[src/rtl/ucld_pkg.sv]
package ucld_pkg;

    typedef enum logic [1:0] {
        ST_IDLE = 2'd0,
        ST_REQ  = 2'd1,
        ST_RESP = 2'd2,
        ST_WAIT = 2'd3
    } ucld_state_e;

    typedef struct packed {
        ucld_state_e st;
        logic        kill;
    } ucld_ctl_t;

    localparam ucld_ctl_t CTL_RESET = '{st: ST_IDLE, kill: 1'b0};

endpackage

[src/rtl/ucld_ctl.sv]
module ucld_ctl
    import ucld_pkg::*;
(
    input  logic        clk,
    input  logic        rst_n,
    input  logic        alloc_valid,
    input  logic        flush_in,
    input  logic        mreq_ready,
    input  logic        mresp_valid,
    input  logic        wb_ready,
    output logic        alloc_ready,
    output logic        alloc_take,
    output logic        mreq_valid,
    output logic        mresp_ready,
    output logic        resp_take,
    output logic        wb_valid,
    output logic        flush_done,
    output ucld_state_e st_q,
    output logic        kill_q
);

    ucld_ctl_t cur_q, nxt_d;

    always_comb begin
        nxt_d       = cur_q;
        alloc_ready = 1'b0;
        alloc_take  = 1'b0;
        mreq_valid  = 1'b0;
        mresp_ready = 1'b0;
        resp_take   = 1'b0;
        wb_valid    = 1'b0;
        flush_done  = 1'b0;
        unique case (cur_q.st)
            ST_IDLE: begin
                alloc_ready = 1'b1;
                if (alloc_valid) begin
                    if (flush_in) begin
                        flush_done = 1'b1;
                    end else begin
                        alloc_take = 1'b1;
                        nxt_d.st   = ST_REQ;
                    end
                end
            end
            ST_REQ: begin
                if (flush_in) begin
                    flush_done = 1'b1;
                    nxt_d.st   = ST_IDLE;
                end else begin
                    mreq_valid = 1'b1;
                    if (mreq_ready) begin
                        nxt_d.st = ST_RESP;
                    end
                end
            end
            ST_RESP: begin
                mresp_ready = 1'b1;
                nxt_d.kill  = cur_q.kill | flush_in;
                if (mresp_valid) begin
                    nxt_d.kill = 1'b0;
                    if (flush_in || cur_q.kill) begin
                        flush_done = 1'b1;
                        nxt_d.st   = ST_IDLE;
                    end else begin
                        resp_take = 1'b1;
                        nxt_d.st  = ST_WAIT;
                    end
                end
            end
            ST_WAIT: begin
                if (flush_in) begin
                    flush_done = 1'b1;
                    nxt_d.st   = ST_IDLE;
                end else begin
                    wb_valid = 1'b1;
                    if (wb_ready) begin
                        nxt_d.st = ST_IDLE;
                    end
                end
            end
            default: nxt_d = CTL_RESET;
        endcase
        if (nxt_d.st == ST_IDLE) begin
            nxt_d.kill = 1'b0;
        end
    end

    always_ff @(posedge clk or negedge rst_n) begin
        if (!rst_n) begin
            cur_q <= CTL_RESET;
        end else begin
            cur_q <= nxt_d;
        end
    end

    assign st_q   = cur_q.st;
    assign kill_q = cur_q.kill;

endmodule

[src/rtl/ucld_hold.sv]
module ucld_hold #(
    parameter int ADDR_W = 48,
    parameter int DATA_W = 64
) (
    input  logic              clk,
    input  logic              rst_n,
    input  logic              addr_we,
    input  logic [ADDR_W-1:0] addr_in,
    input  logic              data_we,
    input  logic [DATA_W-1:0] data_in,
    output logic [ADDR_W-1:0] addr_q,
    output logic [DATA_W-1:0] data_q
);

    localparam int HOLD_W = ADDR_W + DATA_W;

    typedef struct packed {
        logic [ADDR_W-1:0] addr;
        logic [DATA_W-1:0] data;
    } hold_t;

    hold_t hold_q, hold_d;

    always_comb begin
        hold_d = hold_q;
        if (addr_we) begin
            hold_d.addr = addr_in;
        end
        if (data_we) begin
            hold_d.data = data_in;
        end
    end

    always_ff @(posedge clk or negedge rst_n) begin
        if (!rst_n) begin
            hold_q <= hold_t'({HOLD_W{1'b0}});
        end else begin
            hold_q <= hold_d;
        end
    end

    assign addr_q = hold_q.addr;
    assign data_q = hold_q.data;

endmodule

[src/rtl/ucld_entry_ctrl.sv]
module ucld_entry_ctrl
    import ucld_pkg::*;
#(
    parameter int ADDR_W = 48,
    parameter int DATA_W = 64
) (
    input  logic              clk,
    input  logic              rst_n,
    input  logic              alloc_valid,
    output logic              alloc_ready,
    input  logic [ADDR_W-1:0] alloc_addr,
    input  logic              flush_in,
    output logic              flush_done,
    output logic              mreq_valid,
    input  logic              mreq_ready,
    output logic [ADDR_W-1:0] mreq_addr,
    input  logic              mresp_valid,
    output logic              mresp_ready,
    input  logic [DATA_W-1:0] mresp_data,
    output logic              wb_valid,
    input  logic              wb_ready,
    output logic [DATA_W-1:0] wb_data
);

    logic        alloc_take;
    logic        resp_take;
    ucld_state_e st_q;
    logic        kill_q;

    ucld_ctl u_ctl (
        .clk         (clk),
        .rst_n       (rst_n),
        .alloc_valid (alloc_valid),
        .flush_in    (flush_in),
        .mreq_ready  (mreq_ready),
        .mresp_valid (mresp_valid),
        .wb_ready    (wb_ready),
        .alloc_ready (alloc_ready),
        .alloc_take  (alloc_take),
        .mreq_valid  (mreq_valid),
        .mresp_ready (mresp_ready),
        .resp_take   (resp_take),
        .wb_valid    (wb_valid),
        .flush_done  (flush_done),
        .st_q        (st_q),
        .kill_q      (kill_q)
    );

    ucld_hold #(
        .ADDR_W (ADDR_W),
        .DATA_W (DATA_W)
    ) u_hold (
        .clk     (clk),
        .rst_n   (rst_n),
        .addr_we (alloc_take),
        .addr_in (alloc_addr),
        .data_we (resp_take),
        .data_in (mresp_data),
        .addr_q  (mreq_addr),
        .data_q  (wb_data)
    );

endmodule

[config.mk]
export PLATFORM = sky130hd
export DESIGN_NAME = ucld_entry_ctrl
export DESIGN_NICKNAME = d
export VERILOG_FILES = /design/src/rtl/ucld_pkg.sv /design/src/rtl/ucld_ctl.sv /design/src/rtl/ucld_hold.sv /design/src/rtl/ucld_entry_ctrl.sv
export SDC_FILE = /design/constraint.sdc
export NUM_CORES = 1
export LEC_CHECK = 0
export CAP_MARGIN = 30
export CORE_UTILIZATION = 40
export CTS_CLUSTER_SIZE = 24
export DETAILED_ROUTE_END_ITERATION = 7
export PLACE_DENSITY_LB_ADDON = 0.3
export SETUP_SLACK_MARGIN = 0.1
export SYNTH_ARGS = -nofsm -noshare
export SYNTH_HDL_FRONTEND = slang
export SYNTH_SLANG_ARGS = --single-unit
export TNS_END_PERCENT = 1
[constraint.sdc]
create_clock -name clk -period 1.94 [get_ports clk]
set_input_delay 0.388 -clock clk [delete_from_list [all_inputs] [get_ports clk]]
set_output_delay 0.388 -clock clk [all_outputs]
set_load 0.03 [all_outputs]
==> qor.yml, run 1 <==
placed_design:
  place_area_sq_um: 7230
  routabilityCongestion: 0.768
  dpl.hpwl_um: 8310
  io_buffers: 235
critical_path:
  criticalPathCategory: "reg2out"
  critical_path.top_delay_family: "buffers and inverters"
  cp_common_cell: "buf_4"
  slowest_delay_ns: 0.42
  cp.arrival_ns: 1.49
  endpoint_kind: "primary output"
  critical_path.max_fanout: 4
  cp_cell_sequence: "buf_6 -> buf_4 -> nor3_4 -> buf_4"
  path_buf_inv: 3
  worst_ep_required_time_ns: 1.55
  slowest_stage: "dfrtp_2"
  startpoint_type: "flip-flop"
timing:
  grt_setup_unrepaired: "true"
  skew_ns: 0.00389
  relSlewSlack_pct: 70.0
  setup_viol: 0
  slew_violations: 0
  min_period_over_period_pct: 96.6
  whs_ns: 0.487
  worst_pin_slew_ns: 0.450
  fin_crit_ns: 1.87
  fmax_ghz: 0.533
  hold_viol_final: 0
logic_synthesis:
  syn-cell-area_sq_um: 4690
  ys_seq_elements: 115
  seq_area_frac_synth_pct: 61.4
  avgSynthCellArea_sq_um: 17.5
  synth_nets: 387
  synthCells: 268
  synth_area_leader_cell: "dfrtp_1"
  synth_top_area_share_pct: 61.4
  ys_types: 24
  synth_area_leaders: "dfrtp_1 61%, mux2_4 19%, mux2_2 12%"
  yosys_warnings: 0
outcome:
  status: "finished clean"
run:
  drv_cap: 0
floorplan:
  num_rows: 39
  ios: 236
  die_w_um: 110
  dieHeight_um: 110
  die-area_sq_um: 12200
  initial_core_util_pct: 41.1
  core_sq_um: 11400
clocking:
  clk_latency_ns: 0.41
  cts_root_buf: "clkbuf_16"
  cts_max_level: 4
  clkTransAtPathRegs_ns: 0.05
  cts_inserted_buffers: 17
  cts_tree: "yes"
  cts_buffer_depth: 2
  clock_sinks: 115
global_route:
  globalRouteOverflowTotal: 0
  grt_pass1_vias: 3377
  antenna_found_initial: 1
  grt_start_max_net_pins: 49
  grt_pass1_wl_um: 17300
  grtUsageTotal_pct: 19.6
layout:
  drive_gt1_share_pct: 32.1
  antenna_cells: 0
  nets: 646
  layout_commonest_cell: "clkdlybuf4s50_1"
  layout_common_cells: "177 x clkdlybuf4s50_1, 113 x dfrtp_1, 60 x mux2_4, 53 x dlygate4sd2_1, 52 x mux2_2"
  fill_cells: 812
  area_growth_syn_to_layout_pct: 66.6
  final_area_sq_um: 7820
routing:
  vias: 3228
  viasPerCell: 4.73
  drtIter0Drc: 145
  wl_um: 11800
  ant_nets: 0
  drc: 0
  wl_per_cell_um: 17.3
  dr.pass1.iters: 4
power:
  cellLeakagePower_nw: 3.67
  vdd_ir_drop_max_v: 0.00113
  cellPowerDensity_nw_per_um2: 1640
min_path:
  hp-class: "in2async"
-- synthesized netlist by cell type --
library cell  instances
o311ai_0              1
buf_4                 4
nand2_1               2
inv_1                 3
buf_6                 7
dfrtp_1             115
o211a_1               1
clkbuf_8              1
a211o_2               1
and2b_2               1
mux2_2               52
or2b_1                1
a21oi_1               3
nor2b_4               1
nor4b_4               1
buf_2                 2
nand3_4               1
nand2b_1              1
a32o_1                1
nor2_1                4
o211ai_1              1
nor3_1                1
mux2_4               60
o21ai_0               3
-- power breakdown --
| part | total, W | switching, W | internal, W |
|---|---|---|---|
| registers | 0.00403 | 0.000574 | 0.00345 |
| logic | 0.00598 | 0.00317 | 0.00281 |
| clock network | 0.00285 | 0.00100 | 0.00185 |
-- per-layer routing --
layer  routed length (um)  part of all wire (%)  GRT usage (%)  vias to the layer above
met3                 1400                    12           10.5                       16
met1                 4410                    37           20.7                     1576
met4                  179                   1.5           8.46                        2
li1                     -                     -              -                     1468
met5                   13                  0.11              0                        -
met2                 5790                    49           32.3                      166
-- cells by family (layout without fill, tap and decap cells) --
family,Yosys count,after routing,share of synthesized area (%)
flops,115,115,61.4
compound gates,11,11,1.63
simple gates,13,13,2.24
buf+inv,17,288,3.07
mux,112,112,31.7
-- registers in the layout, indices dropped and copies added (netlist names) --
signal         flops
u_hold.data_q     64
u_ctl.st_q         2
u_ctl.kill_q       1
u_hold.addr_q     48
-- through the flow --
| step | util [%] | instances | setup WS [ns] | total power, W | TNS, ns |
|---|---|---|---|---|---|
| finish | 68.4 | 682 | 0.0652 | 0.0129 | 0 |
| global route | 68.4 | 682 | 0.0256 | 0.0135 | 0 |
| CTS | 67.8 | 676 | -0.0187 | 0.0129 | -0.0187 |
| detailed placement | 63.3 | 644 | -0.123 | 0.0104 | -5.06 |
| global placement | 63.3 | 644 | -0.0760 | 0.0102 | -3.43 |
| floorplan | - | 268 | 0.178 | 0.00757 | 0 |
-- area by class of cell --
type | count | area (sq um) | area share [%]
inverter | 3 | 13.8 | 0.176
tap | 143 | 179 | 2.29
timing repair buffer | 254 | 2500 | 32.0
multi-input combinational | 136 | 1690 | 21.6
sequential | 115 | 2880 | 36.9
clock inverter | 4 | 20.0 | 0.256
clock buffer | 27 | 533 | 6.82
-- path summary, 6_finish.rpt --
check                             startpoint                end  slack, ns  cells after the start
max reg2reg                    u_ctl.st_q[0]   u_hold.addr_q[1]       0.22                      4
min                                    rst_n  u_hold.addr_q[40]       0.49                      2
max in group asynchronous              rst_n   u_hold.data_q[9]       0.84                      3
min reg2reg                u_hold.addr_q[47]  u_hold.addr_q[47]       0.50                      1
min in group clk           u_hold.addr_q[47]  u_hold.addr_q[47]       0.50                      1
max                            u_ctl.st_q[1]         mreq_valid       0.07                      4
-- repair_timing --
item,4_1_cts,5_1_grt
resized for setup,63,7
hold buffers,1,0
endpoints found under the hold margin,30,0
pin swaps,1,1
gates cloned,0,0
buffers inserted,0,6
setup endpoints to repair,56,63
(Power assumes the default switching activity.)
==> run 2: changes to the inputs <==
Settings changed: TNS_END_PERCENT 1 to 10.
==> qor.yml, run 2 (synthesized netlist as in run 1, its figures left out) <==
timing:
  setup-tns-final_ns: 0  # unchanged
  fin_crit_ns: 1.88  # +0.00645 ns
  setup_viol: 0  # unchanged
  fin_ws_ns: 0.0587  # -0.00645 ns
  skew_ns: 0.00413  # +0.000234 ns
  slew_violations: 0  # unchanged
  hold_viol_final: 0  # unchanged
  worst_pin_slew_ns: 0.457  # +0.00708 ns
  grt_setup_unrepaired: "true"
  min_period_over_period_pct: 97.0  # +0.33 points
  fmax_ghz: 0.532  # -0.34%
  relSlewSlack_pct: 69.5  # -0.47 points
global_route:
  grt_pass1_wl_um: 17400  # +0.68%
  antenna_found_initial: 1  # unchanged
  grt_pass1_vias: 3408  # +0.92%
  grt_start_max_net_pins: 49  # unchanged
  grtUsageTotal_pct: 19.7  # +0.12 points
  globalRouteOverflowTotal: 0  # unchanged
critical_path:
  slowest_delay_ns: 0.37  # -0.05 ns
  slowest_stage: "dfrtp_1"
  endpoint_kind: "primary output"
  cp_cell_sequence: "buf_6 -> and2b_2 -> o21ai_2 -> o21ai_1 -> buf_4"
  critical_path.top_delay_family: "flip-flops"
  startpoint_type: "flip-flop"
  critical_path.max_fanout: 4  # unchanged
  criticalPathCategory: "reg2out"
  worst_ep_required_time_ns: 1.55  # about the same
  cp.arrival_ns: 1.49  # about the same
  path_buf_inv: 2  # -1
layout:
  layout_common_cells: "219 x clkdlybuf4s50_1, 114 x dfrtp_1, 60 x mux2_4, 52 x mux2_2, 17 x clkbuf_16"
  fill_cells: 791  # -2.6%
  largest_reg_flops: 64  # unchanged
  layout_commonest_cell: "clkdlybuf4s50_1"
  final_cells: 681  # -0.15%
  final_area_sq_um: 7860  # +0.58%
  nets: 645  # -0.15%
  antenna_cells: 0  # unchanged
  drive_gt1_share_pct: 32.0  # -0.13 points
  area_growth_syn_to_layout_pct: 67.6
placed_design:
  routabilityCongestion: 0.768  # unchanged
  dpl.hpwl_um: 8310  # unchanged
  place_ws_ns: -0.123  # unchanged
  place_inst: 644  # unchanged
  io_buffers: 235  # unchanged
  place_area_sq_um: 7230  # unchanged
floorplan:
  num_rows: 39  # unchanged
  core_sq_um: 11400  # unchanged
  die_w_um: 110  # unchanged
  dieHeight_um: 110  # unchanged
  die-area_sq_um: 12200  # unchanged
  ios: 236  # unchanged
  initial_core_util_pct: 41.1  # unchanged
routing:
  drtIter0Drc: 124  # -14%
  ant_nets: 0  # unchanged
  dr.pass1.iters: 4  # unchanged
  drc: 0  # unchanged
  wl_per_cell_um: 17.4  # +0.68%
  wl_um: 11900  # +0.53%
  vias: 3227  # -0.031%
  viasPerCell: 4.74  # +0.12%
power:
  finalPower_w: 0.0132  # +2.6%
  cellPowerDensity_nw_per_um2: 1680  # +2.0%
  cellLeakagePower_nw: 3.64  # -0.85%
  vdd_ir_drop_max_v: 0.00118  # +4.2%
clocking:
  cts_inserted_buffers: 17  # unchanged
  clock_sinks: 115  # unchanged
  clkTransAtPathRegs_ns: 0.05  # about the same
  cts_tree: "yes"
  cts_root_buf: "clkbuf_16"
  clk_latency_ns: 0.41  # about the same
  cts_max_level: 4  # unchanged
  cts_buffer_depth: 2  # unchanged
min_path:
  hp-class: "in2reg"
run:
  drv_cap: 0  # unchanged
outcome:
  status: "finished clean"
==> run 2: changes by cell type in the layout (fill, tap and decap cells not counted), sizes merged <==
| cell | before | now |
|---|---|---|
| dlygate4sd2 | 53 | 2 |
| clkbuf | 27 | 29 |
| dlymetal6s2s | 0 | 8 |
| clkdlybuf4s15 | 1 | 0 |
| clkdlybuf4s50 | 177 | 219 |
| buf | 22 | 21 |
==> run 2: layout make-up <==
type	count	area [sq um]	share of cell area [%]
flip-flops and latches	115	2880	36.6
inverters	3	11.3	0.143
clock buffers	27	533	6.78
multi-input cells	136	1680	21.3
repair buffers	253	2560	32.6
clock inverters	4	20.0	0.255
well taps	143	179	2.28
==> run 2: worst min-delay path, stage by stage <==
cell	delay, ns
dlygate4sd2_1	0.23
nor2_1	0.09
a21oi_1	0.13
==> run 2: metrics by stage <==
| step | hold WS, ns | util, % |
|---|---|---|
| 6_report | 0.479 | 68.8 |
| 5_1_grt | 0.507 | 68.8 |
| 4_1_cts | 0.472 | 68.7 |
| 3_5_place_dp | 0.362 | 63.3 |
| 3_3_place_gp | 0.365 | 63.3 |
| 2_1_floorplan | 0.0924 | - |
==> run 2: worst paths after layout <==
path                              startpoint                end  slack, ns  cells past startpoint
max                            u_ctl.st_q[1]         flush_done       0.06                      5
min                                 flush_in       u_ctl.kill_q       0.48                      3
max reg2reg                    u_ctl.st_q[1]   u_hold.addr_q[1]       0.24                      4
min reg2reg                u_hold.addr_q[47]  u_hold.addr_q[47]       0.50                      1
max in group asynchronous              rst_n   u_hold.data_q[8]       0.83                      3
min in group asynchronous              rst_n  u_hold.addr_q[40]       0.49                      2
==> run 2: layer usage <==
metal  vias to the layer above  wire [um]  track usage, %
met5                         -         13               0
met4                         2        178            8.46
met1                      1576       4440            20.9
li1                       1467          -               -
met2                       166       5830            32.5
met3                        16       1400            10.5
==> run 2: repair_timing <==
item	CTS	global route
setup buffers	5	0
pin swaps	1	0
setup endpoints to repair	56	113
hold buffers	1	0
endpoints found under the hold margin	30	0
gates resized for setup	12	13
==> run 2: where the power goes <==
group	leakage (nW)	total [W]	internal (W)	switching (W)
logic	1.96	0.00630	0.00313	0.00317
registers	1.40	0.00404	0.00345	0.000587
clock network	0.279	0.00285	0.00185	0.000999
total	3.64	0.0132	0.00843	0.00475
